--- config.mk ---
export PLATFORM = sky130hd
export DESIGN_NAME = irq_regwin
export DESIGN_NICKNAME = d
export VERILOG_FILES = /design/src/rtl/irq_regwin.sv
export SDC_FILE = /design/constraint.sdc
export NUM_CORES = 2
export LEC_CHECK = 0
export BUFFER_PORTS_ARGS = -buffer_cell sky130_fd_sc_hd__buf_2
export CORE_AREA = 4 4 629 631
export DETAILED_ROUTE_END_ITERATION = 6
export DIE_AREA = 0 0 633 635
export PLACE_DENSITY = 0.37
export SLEW_MARGIN = 30
export SYNTH_ARGS = -nofsm -noshare
export SYNTH_HDL_FRONTEND = slang
export SYNTH_SLANG_ARGS = --single-unit
export TNS_END_PERCENT = 30
--- constraint.sdc ---
create_clock -name clk -period 10.8 [get_ports clk]
set_input_delay 2.16 -clock clk [delete_from_list [all_inputs] [get_ports clk]]
set_output_delay 2.16 -clock clk [all_outputs]
set_load 0.1 [all_outputs]
--- src/rtl/irq_regwin.sv ---
module irq_regwin #(
  parameter int NUM_ENTRIES = 24,
  parameter logic [7:0] VERSION = 8'h11
) (
  input  logic                      clk,
  input  logic                      rst_n,
  input  logic                      req_valid,
  input  logic                      req_write,
  input  logic [2:0]                req_size,
  input  logic [7:0]                req_addr,
  input  logic [31:0]               req_wdata,
  input  logic [NUM_ENTRIES-1:0]    remote_irr,
  output logic                      rd_valid,
  output logic [31:0]               rd_data,
  output logic                      rescan,
  output logic [64*NUM_ENTRIES-1:0] entries
);
  localparam logic [7:0] OFF_SEL  = 8'h00;
  localparam logic [7:0] OFF_WIN  = 8'h10;
  localparam logic [7:0] IDX_ID   = 8'h00;
  localparam logic [7:0] IDX_VER  = 8'h01;
  localparam logic [7:0] IDX_ARB  = 8'h02;
  localparam logic [7:0] IDX_BASE = 8'h10;
  localparam int         IDX_W    = (NUM_ENTRIES > 1) ? $clog2(NUM_ENTRIES) : 1;
  localparam logic [7:0] LAST_ENT = 8'(NUM_ENTRIES - 1);
  localparam logic [63:0] ENT_RST = 64'h0000_0000_0001_0000;
  localparam int         RIRR_BIT = 14;

  logic [7:0]  sel_q;
  logic [3:0]  id_q;
  logic [63:0] tbl_q [NUM_ENTRIES];
  logic [64*NUM_ENTRIES-1:0] tbl_flat;

  logic        sel_hit, win_hit, win_ok, wr_win;
  logic [7:0]  sel_off;
  logic [6:0]  ent_num;
  logic        in_tbl;
  logic [IDX_W-1:0] ent_idx;
  logic [63:0] cur_ent;
  logic [31:0] win_rdata, rd_next;

  assign sel_hit = req_valid && (req_addr == OFF_SEL);
  assign win_hit = req_valid && (req_addr == OFF_WIN);
  assign win_ok  = win_hit && (req_size == 3'd4);
  assign wr_win  = win_ok && req_write;

  assign sel_off = sel_q - IDX_BASE;
  assign ent_num = sel_off[7:1];
  assign in_tbl  = (sel_q >= IDX_BASE) && ({1'b0, ent_num} <= LAST_ENT);
  assign ent_idx = ent_num[IDX_W-1:0];

  always_comb begin
    cur_ent = in_tbl ? tbl_q[ent_idx] : 64'd0;
    if (in_tbl) cur_ent[RIRR_BIT] = remote_irr[ent_idx];
  end

  always_comb begin
    win_rdata = 32'd0;
    if (sel_q == IDX_ID || sel_q == IDX_ARB)
      win_rdata = {4'd0, id_q, 24'd0};
    else if (sel_q == IDX_VER)
      win_rdata = {8'd0, LAST_ENT, 8'd0, VERSION};
    else if (in_tbl)
      win_rdata = sel_q[0] ? cur_ent[63:32] : cur_ent[31:0];
  end

  always_comb begin
    rd_next = 32'd0;
    if (sel_hit)     rd_next = {24'd0, sel_q};
    else if (win_ok) rd_next = win_rdata;
  end

  always_ff @(posedge clk) begin
    if (!rst_n) begin
      sel_q    <= '0;
      id_q     <= '0;
      rd_valid <= 1'b0;
      rd_data  <= '0;
      rescan   <= 1'b0;
    end else begin
      rd_valid <= req_valid && !req_write;
      if (req_valid && !req_write) rd_data <= rd_next;
      rescan <= wr_win && in_tbl;
      if (sel_hit && req_write) sel_q <= req_wdata[7:0];
      if (wr_win && sel_q == IDX_ID) id_q <= req_wdata[27:24];
    end
  end

  always_ff @(posedge clk) begin
    if (!rst_n) begin
      for (int i = 0; i < NUM_ENTRIES; i++) tbl_q[i] <= ENT_RST;
    end else if (wr_win && in_tbl) begin
      if (sel_q[0]) tbl_q[ent_idx][63:32] <= req_wdata;
      else          tbl_q[ent_idx][31:0]  <= {req_wdata[31:RIRR_BIT+1], 1'b0, req_wdata[RIRR_BIT-1:0]};
    end
  end

  for (genvar g = 0; g < NUM_ENTRIES; g++) begin : g_out
    assign tbl_flat[64*g +: 64] = tbl_q[g];
    assign entries[64*g +: 64] = {tbl_q[g][63:RIRR_BIT+1], remote_irr[g], tbl_q[g][RIRR_BIT-1:0]};
  end

  assert_rd_timing_R2: assert property (@(posedge clk) disable iff (!rst_n)
    rd_valid |-> $past(req_valid && !req_write));

  assert_odd_size_read_zero_R3: assert property (@(posedge clk) disable iff (!rst_n)
    (req_valid && !req_write && win_hit && req_size != 3'd4) |=> (rd_valid && rd_data == 32'd0));

  assert_odd_size_no_write_R3: assert property (@(posedge clk) disable iff (!rst_n)
    !(req_valid && req_write && win_hit && req_size == 3'd4) |=> ($stable(tbl_flat) && $stable(id_q)));

  assert_rescan_cause_R8: assert property (@(posedge clk) disable iff (!rst_n)
    rescan |-> $past(req_valid && req_write && req_addr == OFF_WIN && req_size == 3'd4));

  assert_rirr_never_stored_R9: assert property (@(posedge clk) disable iff (!rst_n)
    tbl_q[0][RIRR_BIT] == 1'b0);

  assert_ver_arb_no_id_change_R5: assert property (@(posedge clk) disable iff (!rst_n)
    (wr_win && (sel_q == IDX_VER || sel_q == IDX_ARB)) |=> $stable(id_q));
endmodule

; ---- Word level (Yosys, flattened, before mapping)
; Memory sizes are Yosys's and may differ from the RTL's.
; Cells that the tools add are included.
[classes]
n_addsub = 1
n_lt_le_gt_ge = 3
n_eq_ne = 4
n_mux = 20
n_reduce_logical = 14
[op_table]
columns = cell, n
row1 = two-way mux 32 bit, 6
row2 = two-way mux 63 bit, 1
row3 = OR reduction 63 bit, 1
row4 = zero test 8 bit, 2
row5 = two-way mux 1 bit, 10
row6 = logical AND 1 bit, 9
row7 = equality test 8 x 1 -> 1 bit (second input constant), 1
row8 = equality test 8 x 2 -> 1 bit (second input constant), 1
row9 = equality test 8 x 5 -> 1 bit (second input constant), 1
row10 = >= comparator 8 x 5 -> 1 bit (second input constant), 1
row11 = subtractor 8 x 5 -> 8 bit (second input constant), 1
row12 = <= comparator 7 x 5 -> 1 bit (second input constant), 1
row13 = < comparator 5 x 6 -> 1 bit (second input constant), 1
row14 = binary-select mux 1 bit (select 5 bit), 1
row15 = two-way mux 5 bit, 1
row16 = equality test 3 bit (second input constant), 1
row17 = two-way mux 2 bit, 1
row18 = zero test 1 bit, 1
row19 = logical OR 1 bit, 1
[word_totals]
ff_bits = 46
ramBits = 1512
input_bits = 71
output_inout_bits = 1570
memories = 1
[memory_table]
columns = memory, words, word_bits, read_ports, rd_ports_with_merged_regs, wr, line_no
row1 = tbl_q, 24, 63, 25, 0, 24, 31  ; logic [63:0] tbl_q [NUM_ENTRIES];

; ---- Longest topological paths before layout
[depth]
ltp_word = 10
ltp_mapped = 12
mapped_depth_nobuf = 8

; ---- Worst setup path after synthesis
; No wires, ideal clock.
[synth_timing]
path_type = input-to-reg
start = input port req_addr[2]
end = memory tbl_q[21][31] (netlist name), enable pin
t_arrival_ps = 5997
required_time_ps = 10334
slack_ps = 4337
stages = 7
path_cell_list = or4_1 -> nor3_4 -> o211a_4 -> buf_12 -> nand3_4 -> buf_6 -> o21ai_0
[synth_rtl]
columns = element, line_no
row1 = from (decl), 10  ; input logic [7:0] req_addr,
row2 = to (decl), 31

==> flow_summary.yaml <==
run_status:
  outcome: "complete, no violations"
drt:
  routed_via_density: 4.66
  wl_per_cell_um: 40.3
  drc: 0
  wl_um: 528000
  ant_nets: 0
  num_vias: 61000
  dr.pass1.iters: 6
  drt_iter0_drc: 6865
worst_setup_path:
  worstSetupPathType: "in -> reg"
  crit_fanout: 17
  critPathLaunchType: "primary input"
  crit_path_start: "req_addr[5]"
  rr_worst_depth: 7
  cp-endpoint: "tbl_q[22][54]"
  reg2reg_setup_slack_ns: 5.97
  required_ns: 11.34
  r2r_start: "sel_q[1]"
  cp_data_arrival_time_ns: 5.96
  r2r_end: "rd_data[0]"
  crit_path_end_kind: "flip-flop"
synthesis:
  synth_area_leaders: "edfxtp_1 67%, mux4_2 11%, and2_1 9.8%, mux2i_1 1.5%, clkbuf_1 1.2%"
  synth.most_common_cell: "edfxtp_1"
  synth_top_area_share_pct: 66.9
  yosysTopAreaCell: "edfxtp_1"
  ys_warn_count: 0
  ys_types: 76
  syn_avg_cell_area_um2: 16.1
  synth_area_um2: 90400
  synthCells: 5631
  synth_commonest_cells: "2016 x edfxtp_1, 1412 x and2_1, 452 x mux4_2, 278 x clkbuf_1, 169 x nor2_1"
  ys_seq_area_share_pct: 68.0
  synth_flop_cell: "edfxtp_1"
  synth_seq_cells: 2062
  synthArstFlopShare_pct: 0
  synth_edf_count: 2016
clock_tree:
  numCtsBuffers: 271
  path_clk_slew_ns: 0.05
  cts.sinks: 2062
  cts_setup_buffers: 0
  cts_htree_levels: 5
  root_buffer: "clkbuf_16"
  cts_tree: "yes"
  clockBufferDepth: 4
  cts-resized-gates: 0
  postCtsHoldBufs: 0
  clkLatencyLatePin_ns: 0.87
floorplanning:
  die_h_um: 635
  dieArea_um2: 402000
  die_w_um: 633
  start_util_pct: 23.2
  fp-row-count: 229
  num_io_pins: 1641
  coreArea_um2: 389000
timing:
  setup_viol: 0
  finalCritPeriodShare_pct: 50.2
  setup_slack_ns: 5.38
  hold_viol: 0
  holdWs_ns: 0.449
  fin_skew_ns: 0.0387
  fmax_ghz: 0.184
  tightest_slew_ns: 1.07
  fin_crit_ns: 5.42
  finalSetupTns_ns: 0
  rsz0062_at_grt: "false"
  final_max_slew_viol_count: 0
  slew_headroom_pct: 28.4
min_path:
  hold_class: "reg -> reg"
  min_path_cells: 2
layout:
  drive_gt1_share_pct: 36.2
  multi_input_area_um2: 29000
  seq_area_um2: 61500
  nNetsFinal: 7730
  final_cell_area_um2: 116000
  post-route-util_pct: 29.7
  area_growth_pct: 28.0
  fillers: 39500
  fin_cells: 13100
power:
  power_frac_comb_pct: 15.5
  p_sw_mw: 6.97
  power_mw: 21.6
  power.share.sequential_pct: 44.0
  power_density_nw_per_um2: 187
  internal-power_mw: 14.6
  p_leak_nw: 42.4
  clkPwrFrac_pct: 40.5
  peakVddDrop_uv: 119
  sw_frac_of_total_pct: 32.3
placement:
  placed_cells: 12600
  placed_area_um2: 107000
  gp_congestion: 0.874
  io_buffers: 1640
  hpwl_um: 393000
  place_ws_ns: 4.50
global_routing:
  grt_pass1_wl_um: 671000
  grt_max_degree: 94
  track_usage_pct: 25.3
  grt_antenna_before_repair: 87
  grt_pass1_vias: 60900
  overflow: 0
run:
  cap_violations: 0
-- worst max-delay path, stage by stage --
cell and delay [ns]:
buf_2 0.14, or4_1 0.63, nor3_4 0.46, o211a_4 0.49, nand3_2 0.64, o21ai_4 0.89, buf_4 0.46
-- power groups by stage --
stage	registers (mW)	logic [mW]	clock network, mW
3_5_place_dp	9.67	3.37	0
6_report	9.51	3.35	8.74
3_3_place_gp	9.66	3.37	0
2_1_floorplan	11.6	0.388	0
4_1_cts	9.51	3.37	8.96
5_1_grt	9.54	3.41	9.25
-- registers in the layout, indices dropped and copies added (netlist names) --
signal	cells
sel_q	8
tbl_q	2016
id_q	4
rd_valid	1
rescan	1
rd_data	32
-- routing by layer --
layer	global-route usage (%)	routed length [µm]	vias to the layer above	share of wire, %
li1	-	-	24900	-
met4	8.04	19500	0	3.7
met5	0	0	-	0
met3	6.08	38900	541	7.4
met1	31.0	207000	32800	39
met2	43.8	262000	2793	50
-- logic make-up after synthesis --
logic type,share of synthesized area [%]
flip-flops,68.0
AND/OR/NAND/NOR,13.4
multiplexers,13.0
buffers and inverters,2.93
AO/OA/AOI/OAI,2.61
adder cells (fa/ha/maj),0.0692
other,0.00415
XOR/XNOR,0.00969
-- cell usage in the layout (no fill, tap or decap), types with 134 or more instances in the layout --
cell,count
and2_1,1410
buf_2,1627
buf_4,190
clkbuf_16,278
conb_1,441
edfxtp_1,2016
mux2i_1,134
mux4_2,452
nand2_1,136
nor2_1,134
-- worst min-delay path by stage --
stage / endpoint / start
after floorplan: rd_data[25] / id_q[1]
after global placement: rd_data[29] / rd_data[29]
after detailed placement: rd_data[13] / rd_data[13]
after CTS: rd_data[13] / rd_data[13]
after global routing: rd_data[21] / rd_data[21]
final: rd_data[8] / rd_data[8]
-- final cells by class --
class                   instances  area share, %
diodes                         53          0.115
well taps                    5197           5.62
flip-flops and latches       2062           53.1
repair buffers               1854           8.94
clock inverters               129          0.921
clock buffers                 343           6.23
multi-input cells            3458           25.0
inverters                       7         0.0281
Note: power is estimated with default switching activity, not from simulation.
